$ cat src/rtl/uart_mlb_pkg.sv
package uart_mlb_pkg;
  parameter int unsigned CTRL_W = 16;
  parameter int unsigned FLAG_W = 16;
  parameter int unsigned MDM_N  = 4;

  // control bit positions
  localparam int unsigned C_LBE  = 7;
  localparam int unsigned C_DTR  = 10;
  localparam int unsigned C_RTS  = 11;
  localparam int unsigned C_OUT1 = 12;
  localparam int unsigned C_OUT2 = 13;

  // flag bit positions
  localparam int unsigned F_CTS = 0;
  localparam int unsigned F_DSR = 1;
  localparam int unsigned F_DCD = 2;
  localparam int unsigned F_RI  = 8;

  typedef struct packed {
    logic ri;
    logic dcd;
    logic cts;
    logic dsr;
  } modem_t;

  // control outputs -> looped status inputs
  function automatic modem_t loop_map(input logic [CTRL_W-1:0] c);
    modem_t m;
    m.ri  = c[C_OUT2];
    m.dcd = c[C_OUT1];
    m.cts = c[C_RTS];
    m.dsr = c[C_DTR];
    return m;
  endfunction

  function automatic logic [FLAG_W-1:0] pack_flags(input modem_t m);
    logic [FLAG_W-1:0] f;
    f        = '0;
    f[F_CTS] = m.cts;
    f[F_DSR] = m.dsr;
    f[F_DCD] = m.dcd;
    f[F_RI]  = m.ri;
    return f;
  endfunction

  // interrupt bit order: [0]=RI [1]=CTS [2]=DCD [3]=DSR
  function automatic logic [MDM_N-1:0] irq_bits(input modem_t m);
    return {m.dsr, m.dcd, m.cts, m.ri};
  endfunction
endpackage

$ cat src/rtl/mlb_sync.sv
module mlb_sync #(
  parameter int unsigned WIDTH  = 4,
  parameter int unsigned STAGES = 2
) (
  input  logic             clk,
  input  logic             rst_n,
  input  logic [WIDTH-1:0] d_async,
  output logic [WIDTH-1:0] d_sync
);
  logic [WIDTH-1:0] stage_q [STAGES];

  generate
    for (genvar s = 0; s < STAGES; s++) begin : g_stage
      if (s == 0) begin : g_first
        always_ff @(posedge clk or negedge rst_n) begin
          if (!rst_n) stage_q[0] <= '0;
          else        stage_q[0] <= d_async;
        end
      end else begin : g_next
        always_ff @(posedge clk or negedge rst_n) begin
          if (!rst_n) stage_q[s] <= '0;
          else        stage_q[s] <= stage_q[s-1];
        end
      end
    end
  endgenerate

  assign d_sync = stage_q[STAGES-1];
endmodule

$ cat src/rtl/mlb_ctrl_reg.sv
module mlb_ctrl_reg
  import uart_mlb_pkg::*;
(
  input  logic              clk,
  input  logic              rst_n,
  input  logic              wr_en,
  input  logic              wr_sel,
  input  logic [CTRL_W-1:0] wr_data,
  output logic [CTRL_W-1:0] ctrl_q,
  output logic [CTRL_W-1:0] ctrl_next,
  output logic              ctrl_wr_evt,
  output logic              lb_wr_evt,
  output logic              flag_wr_evt
);
  assign ctrl_wr_evt = wr_en && !wr_sel;
  assign flag_wr_evt = wr_en && wr_sel;
  assign ctrl_next   = ctrl_wr_evt ? wr_data : ctrl_q;
  assign lb_wr_evt   = ctrl_wr_evt && wr_data[C_LBE];

  always_ff @(posedge clk or negedge rst_n) begin
    if (!rst_n) ctrl_q <= '0;
    else        ctrl_q <= ctrl_next;
  end

  a_r1_capture: assert property (@(posedge clk) disable iff (!rst_n)
    (wr_en && !wr_sel) |=> (ctrl_q == $past(wr_data)));

  a_r7_flag_write_keeps_ctrl: assert property (@(posedge clk) disable iff (!rst_n)
    flag_wr_evt |=> $stable(ctrl_q));
endmodule

$ cat src/rtl/mlb_flag_sel.sv
module mlb_flag_sel
  import uart_mlb_pkg::*;
(
  input  logic              clk,
  input  logic              rst_n,
  input  logic [CTRL_W-1:0] ctrl_q,
  input  logic [CTRL_W-1:0] ctrl_next,
  input  logic              ctrl_wr_evt,
  input  logic              lb_wr_evt,
  input  modem_t            pins_sync,
  output logic [FLAG_W-1:0] flags_q,
  output logic              ms_clr,
  output logic [MDM_N-1:0]  ms_set
);
  modem_t looped;
  modem_t chosen;

  assign looped = loop_map(ctrl_next);
  assign chosen = ctrl_next[C_LBE] ? looped : pins_sync;

  always_ff @(posedge clk or negedge rst_n) begin
    if (!rst_n) begin
      flags_q <= '0;
      ms_clr  <= 1'b0;
      ms_set  <= '0;
    end else begin
      flags_q <= pack_flags(chosen);
      ms_clr  <= lb_wr_evt;
      ms_set  <= lb_wr_evt ? irq_bits(looped) : '0;
    end
  end

  a_r2_ri_dcd_follow: assert property (@(posedge clk) disable iff (!rst_n)
    lb_wr_evt |=> (flags_q[F_RI] == $past(ctrl_next[C_OUT2]) &&
                   flags_q[F_DCD] == $past(ctrl_next[C_OUT1])));

  a_r3_cts_dsr_follow: assert property (@(posedge clk) disable iff (!rst_n)
    lb_wr_evt |=> (flags_q[F_CTS] == $past(ctrl_next[C_RTS]) &&
                   flags_q[F_DSR] == $past(ctrl_next[C_DTR])));

  a_r5_set_needs_clear: assert property (@(posedge clk) disable iff (!rst_n)
    (ms_set != '0) |-> ms_clr);

  a_r5_set_matches_flags: assert property (@(posedge clk) disable iff (!rst_n)
    ms_clr |-> (ms_set == {flags_q[F_DSR], flags_q[F_DCD], flags_q[F_CTS], flags_q[F_RI]}));

  a_r6_clear_only_after_lb_write: assert property (@(posedge clk) disable iff (!rst_n)
    ms_clr |-> $past(lb_wr_evt));

  a_r7_loop_holds: assert property (@(posedge clk) disable iff (!rst_n)
    (ctrl_q[C_LBE] && !ctrl_wr_evt) |=> $stable(flags_q));
endmodule

$ cat src/rtl/uart_modem_loopback.sv
module uart_modem_loopback
  import uart_mlb_pkg::*;
#(
  parameter int unsigned SYNC_STAGES = 2
) (
  input  logic              clk,
  input  logic              rst_n,
  input  logic              wr_en,
  input  logic              wr_sel,
  input  logic [CTRL_W-1:0] wr_data,
  input  logic              pin_cts,
  input  logic              pin_dsr,
  input  logic              pin_dcd,
  input  logic              pin_ri,
  output logic [CTRL_W-1:0] ctrl_reg,
  output logic [FLAG_W-1:0] flags,
  output logic              ms_clr,
  output logic [MDM_N-1:0]  ms_set
);
  logic [CTRL_W-1:0] ctrl_next;
  logic              ctrl_wr_evt;
  logic              lb_wr_evt;
  logic              flag_wr_evt;
  modem_t            pins_raw;
  modem_t            pins_sync;

  assign pins_raw = '{ri: pin_ri, dcd: pin_dcd, cts: pin_cts, dsr: pin_dsr};

  mlb_sync #(.WIDTH(MDM_N), .STAGES(SYNC_STAGES)) u_sync (
    .clk     (clk),
    .rst_n   (rst_n),
    .d_async (pins_raw),
    .d_sync  (pins_sync)
  );

  mlb_ctrl_reg u_ctrl (
    .clk         (clk),
    .rst_n       (rst_n),
    .wr_en       (wr_en),
    .wr_sel      (wr_sel),
    .wr_data     (wr_data),
    .ctrl_q      (ctrl_reg),
    .ctrl_next   (ctrl_next),
    .ctrl_wr_evt (ctrl_wr_evt),
    .lb_wr_evt   (lb_wr_evt),
    .flag_wr_evt (flag_wr_evt)
  );

  mlb_flag_sel u_flags (
    .clk         (clk),
    .rst_n       (rst_n),
    .ctrl_q      (ctrl_reg),
    .ctrl_next   (ctrl_next),
    .ctrl_wr_evt (ctrl_wr_evt),
    .lb_wr_evt   (lb_wr_evt),
    .pins_sync   (pins_sync),
    .flags_q     (flags),
    .ms_clr      (ms_clr),
    .ms_set      (ms_set)
  );

  a_r9_quiet_without_write: assert property (@(posedge clk) disable iff (!rst_n)
    !lb_wr_evt |=> (!ms_clr && ms_set == '0));

  a_r7_flag_write_no_pulse: assert property (@(posedge clk) disable iff (!rst_n)
    flag_wr_evt |=> !ms_clr);
endmodule

$ cat config.mk
export PLATFORM = sky130hd
export DESIGN_NAME = uart_modem_loopback
export DESIGN_NICKNAME = d
export VERILOG_FILES = /design/src/rtl/uart_mlb_pkg.sv /design/src/rtl/mlb_sync.sv /design/src/rtl/mlb_ctrl_reg.sv /design/src/rtl/mlb_flag_sel.sv /design/src/rtl/uart_modem_loopback.sv
export SDC_FILE = /design/constraint.sdc
export NUM_CORES = 1
export LEC_CHECK = 0
export ABC_AREA = 1
export CAP_MARGIN = 10
export CORE_ASPECT_RATIO = 1.4
export CORE_UTILIZATION = 40
export CTS_CLUSTER_DIAMETER = 60
export DETAILED_ROUTE_END_ITERATION = 12
export PLACE_DENSITY = 0.87
export SYNTH_ARGS = -nofsm -noshare
export SYNTH_HDL_FRONTEND = slang
export SYNTH_HIERARCHICAL = 1
export SYNTH_SLANG_ARGS = --single-unit
$ cat constraint.sdc
create_clock -name clk -period 1.1 [get_ports clk]
set_clock_uncertainty 0.1 [all_clocks]
set_input_delay 0.11 -clock clk [delete_from_list [all_inputs] [get_ports clk]]
set_output_delay 0.11 -clock clk [all_outputs]
set_load 0.01 [all_outputs]
* Word level (Yosys, flattened, before mapping)
Index checks and enable logic that the tools add are counted.
** Operators by class
- Mux-type cells :: 3
- Reductions and logical operators :: 3
** Operator list (count)
- $mux W14 :: 1
- $mux W4 :: 2
- $logic_and A1 B1 Y1 :: 2
- $logic_not A1 Y1 :: 1
** Storage, ports and cells
- Register bits after elaboration :: 33
- Input port bits :: 24
- Word-level logic and storage cells :: 13

* Longest topological paths before layout
- Depth in word-level cells :: 4
- Depth in mapped cells :: 8
- Mapped depth without buffers :: 7

* By module
Netlist, hierarchy kept.
** By module, submodules not included
- mlb_ctrl_reg :: instances 1, cells an instance 74, area each 698.2 sq um
- mlb_flag_sel :: instances 1, cells an instance 43, area each 397.9 sq um
- mlb_sync :: instances 1, cells an instance 12, area each 230.2 sq um

* Worst setup path after synthesis
OpenSTA, ideal clock, no wires.
- Kind :: input port to flip-flop
- Start :: input wr_en
- End :: register u_flags.flags_q[0]
- Arrival time :: 754 ps
- Data required time :: 884 ps
- Path slack :: 129 ps
- Stages :: 8
- Buffers on the path :: 2
- Cells stage by stage :: buf_6 -> nand2_8 -> buf_8 -> nand2_2 -> nand2_1 -> inv_2 -> nand2_1 -> nand2_1
** RTL lines
- start, declared :: line uart_modem_loopback.sv:8 : input logic wr_en,
- end signal, assigned :: line mlb_flag_sel.sv:27 : flags_q <= pack_flags(chosen);
- end, declared :: line mlb_flag_sel.sv:11 : output logic [FLAG_W-1:0] flags_q,

* Final worst setup path
- Start :: register u_flags.ms_set[3]
- End :: output ms_set[3]
** RTL lines
- start, declared :: line mlb_flag_sel.sv:13 : output logic [MDM_N-1:0] ms_set
- start signal, assigned :: line mlb_flag_sel.sv:29 : ms_set <= lb_wr_evt ? irq_bits(looped) : '0;
- end, declared :: line uart_modem_loopback.sv:18 : output logic [MDM_N-1:0] ms_set
No word-level cell between the ends.

==> metrics.txt <==
# TYPE chip_impl_metric gauge
chip_impl_metric{name="synth_cells",unit=""} 126
chip_impl_metric{name="cts_max_path_buffers",unit=""} 2
chip_impl_info{name="crit_path_top_delay_cell",value="sky130_fd_sc_hd__dfrtp_1"} 1
chip_impl_metric{name="setup.reg_to_reg.worst_slack",unit="ps"} 50
chip_impl_metric{name="grt-ovfl-total",unit=""} 0
chip_impl_metric{name="routedWlPerCell",unit="um"} 11.6
chip_impl_metric{name="gr-usage-all-layers",unit="%"} 18.3
chip_impl_info{name="outcome",value="complete, no violations"} 1
chip_impl_metric{name="ant_diodes",unit=""} 0
chip_impl_metric{name="grt_first_pass_wirelength",unit="mm"} 4.57
chip_impl_info{name="crit_chain",value="clkdlybuf4s15_1"} 1
chip_impl_metric{name="hold_buffers",unit=""} 0
chip_impl_metric{name="switching_share",unit="%"} 23.3
chip_impl_info{name="critical_path.reg2reg.endpoint",value="u_flags/flags_q[2]"} 1
chip_impl_metric{name="area_growth_syn_to_layout",unit="%"} 44.3
chip_impl_info{name="path_delay_family",value="flip-flops"} 1
chip_impl_metric{name="count_of_clock_tree_sinks",unit=""} 33
chip_impl_info{name="launch_point_of_the_worst_hold_path",value="wr_sel"} 1
chip_impl_info{name="crit_path_start_kind",value="register"} 1
chip_impl_metric{name="p_per_area",unit="mW/mm2"} 1710
chip_impl_metric{name="cp_slowest_stage_delay",unit="ps"} 350
chip_impl_info{name="critical_path_class",value="register to output port"} 1
chip_impl_metric{name="total_nets_final",unit=""} 213
chip_impl_metric{name="netlist_area",unit="mm2"} 0.00132
chip_impl_metric{name="nFillCells",unit=""} 275
chip_impl_info{name="r2r-start",value="u_ctrl/ctrl_q[7]"} 1
chip_impl_info{name="tritoncts",value="done"} 1
chip_impl_metric{name="cts_made_buffers",unit=""} 5
chip_impl_metric{name="max_freq",unit="MHz"} 940
chip_impl_metric{name="number_of_h_tree_levels",unit=""} 2
chip_impl_metric{name="antenna_left",unit=""} 0
chip_impl_metric{name="std_cell_rows",unit=""} 24
chip_impl_metric{name="detailedPlacementHpwl",unit="mm"} 1.87
chip_impl_metric{name="number_of_global_route_vias_before_repair",unit=""} 976
chip_impl_metric{name="sum_of_buffers_and_inverters_on_the_critical_path",unit=""} 1
chip_impl_metric{name="crit_path_max_fanout",unit=""} 1
chip_impl_metric{name="drt_iter0_drc",unit=""} 22
chip_impl_info{name="timing.hold.worst.class",value="input port to register"} 1
chip_impl_metric{name="die_w",unit="um"} 50.5
chip_impl_metric{name="pin_count_of_the_biggest_net_entering_global_routing",unit=""} 34
chip_impl_info{name="end_kind",value="output port"} 1
chip_impl_metric{name="worst-endpoint-arrival",unit="ps"} 850
chip_impl_metric{name="floorplan.die.height",unit="um"} 69.8
chip_impl_metric{name="postPlaceCellArea",unit="mm2"} 0.00183
chip_impl_metric{name="dpl.cell_count",unit=""} 218
chip_impl_metric{name="share_of_power_burned_in_combinational_logic",unit="%"} 16.7
chip_impl_metric{name="insertion_delay",unit="ps"} 280
chip_impl_metric{name="route.detailed.vias_per_inst",unit=""} 4.32
chip_impl_metric{name="drive_above_1_share",unit="%"} 30.5
chip_impl_metric{name="instances_no_fill",unit=""} 229
chip_impl_metric{name="total_power",unit="mW"} 3.24
chip_impl_metric{name="io_pins",unit=""} 61
chip_impl_metric{name="numPortBuffers",unit=""} 48
chip_impl_metric{name="intPower",unit="mW"} 2.49
chip_impl_metric{name="grt_antenna_before_repair",unit=""} 0
chip_impl_metric{name="synth-warning-count",unit=""} 6
chip_impl_metric{name="finalCriticalPeriod",unit="ps"} 1060
chip_impl_metric{name="netSwitchingPower",unit="mW"} 0.757
chip_impl_metric{name="finalCritPeriodShare",unit="%"} 96.7
chip_impl_metric{name="peakVddDrop",unit="mV"} 1.47
chip_impl_metric{name="power.sequential.fraction",unit="%"} 42.4
chip_impl_metric{name="slew_viols_final",unit=""} 0
chip_impl_metric{name="area_of_the_core",unit="mm2"} 0.00312
chip_impl_metric{name="drc",unit=""} 0
chip_impl_metric{name="start_util",unit="%"} 42.1
chip_impl_metric{name="crit_required",unit="ps"} 890
chip_impl_metric{name="cts.reportedPaths.clkPinSlew",unit="ps"} 70
chip_impl_info{name="clock_tree.root_cell",value="sky130_fd_sc_hd__clkbuf_8"} 1
chip_impl_metric{name="total_leakage_power",unit="nW"} 1.05
chip_impl_info{name="holdPathEnd",value="u_ctrl/ctrl_q[2]"} 1
chip_impl_metric{name="route.final.wire_length",unit="mm"} 2.66
chip_impl_metric{name="max-cap-violations",unit=""} 0
chip_impl_metric{name="dieArea",unit="mm2"} 0.00352
chip_impl_metric{name="vias",unit=""} 990
chip_impl_metric{name="finalSetupViolCount",unit=""} 0
chip_impl_metric{name="drt_pre_antenna_iters",unit=""} 4
chip_impl_metric{name="sequential_area",unit="um2"} 826
chip_impl_metric{name="pwr-share-clk",unit="%"} 40.9
chip_impl_metric{name="hold-path-cell-count",unit=""} 4
chip_impl_metric{name="final_hold_violations",unit=""} 0
chip_impl_metric{name="synthesis.area_per_instance",unit="um2"} 10.4
chip_impl_metric{name="multi_input_comb_area",unit="um2"} 350
chip_impl_metric{name="layout.cell_area.non_filler",unit="mm2"} 0.00190
chip_impl_metric{name="routability_driven_placement_congestion_ratio",unit=""} 0.877
chip_impl_metric{name="r2r.worst_path.cells",unit=""} 6
[cells in the final DEF, fill, tap and decap left out]
cell type	instances
sky130_fd_sc_hd__buf_4	15
sky130_fd_sc_hd__dlymetal6s2s_1	1
sky130_fd_sc_hd__nand2_2	5
sky130_fd_sc_hd__conb_1	12
sky130_fd_sc_hd__buf_12	1
sky130_fd_sc_hd__clkbuf_8	5
sky130_fd_sc_hd__clkdlybuf4s15_1	2
sky130_fd_sc_hd__buf_6	1
sky130_fd_sc_hd__nand2_4	1
sky130_fd_sc_hd__nand2_8	1
sky130_fd_sc_hd__buf_2	16
sky130_fd_sc_hd__nand2_1	42
sky130_fd_sc_hd__dfrtp_1	33
sky130_fd_sc_hd__clkinv_2	1
sky130_fd_sc_hd__inv_1	5
sky130_fd_sc_hd__inv_4	1
sky130_fd_sc_hd__inv_2	1
sky130_fd_sc_hd__clkbuf_2	7
sky130_fd_sc_hd__clkdlybuf4s50_1	21
sky130_fd_sc_hd__nand3_2	1
sky130_fd_sc_hd__bufinv_16	2
sky130_fd_sc_hd__nand3_1	15
sky130_fd_sc_hd__dlygate4sd2_1	1
[worst max path at each step]
stage | endpoint | from | depth (start not counted) | slack (ps)
after CTS | ctrl_reg[13] | u_ctrl/ctrl_q[13] | 1 | 2
after detailed placement | u_flags/flags_q[2] | wr_en | 8 | -360
final | ms_set[3] | u_flags/ms_set[3] | 1 | 40
after global placement | u_flags/flags_q[0] | wr_en | 7 | -290
after floorplan | u_flags/flags_q[0] | wr_en | 8 | 130
after global routing | u_flags/flags_q[1] | u_ctrl/ctrl_q[7] | 6 | -10
[power groups by stage]
stage,sequential (mW),clock [mW],combinational [mW]
4_1_cts,1.38,1.36,0.551
2_1_floorplan,1.45,0,0.208
3_3_place_gp,1.40,0,0.591
5_1_grt,1.39,1.42,0.602
6_report,1.38,1.33,0.541
3_5_place_dp,1.40,0,0.605
[worst min-delay path, delay by kind of cell]
kind / cells / cell delay (ps)
and+or+nand+nor: 2 / 120
buffers and inverters: 2 / 210
[per-layer routing]
layer,vias to the layer above,share of wire (%),track usage (%)
met1,451,38,20.8
li1,481,-,-
met4,0,2.9,10.2
met3,8,7.6,7.02
met2,50,51,28.7
met5,-,0,0
[cell type report]
| cell class | instances | share of cell area, % |
|---|---|---|
| clock buffer | 5 | 3.63 |
| clock inverter | 3 | 3.43 |
| multi-input combinational | 77 | 18.5 |
| sequential | 33 | 43.5 |
| inverter | 7 | 1.52 |
| timing repair buffer | 65 | 26.9 |
| tap | 39 | 2.57 |
[through the flow]
step	setup WS [ps]	hold slack, ps	utilization, %	setup TNS (ps)
2_1_floorplan	133	-286	-	0
3_3_place_gp	-294	233	58.7	-5380
3_5_place_dp	-361	236	58.7	-6340
4_1_cts	1.90	92.2	61.5	0
5_1_grt	-13.3	112	60.8	-21.3
6_report	36.0	83.7	60.8	0
[state kept, by name, indices dropped and copies added, names as in the netlist]
signal	cells
u_ctrl/ctrl_q	16
u_flags/flags_q	4
u_flags/ms_set	4
u_sync/d_sync	4
u_sync/stage_q	4
u_flags/ms_clr	1
[timing repair]
action	4_1_cts	5_1_grt
endpoints found under the setup margin	29	12
pin swaps	0	2
gates resized for setup	84	13
setup buffers	3	0
hold endpoints to repair	0	0
(Power assumes the default switching activity.)
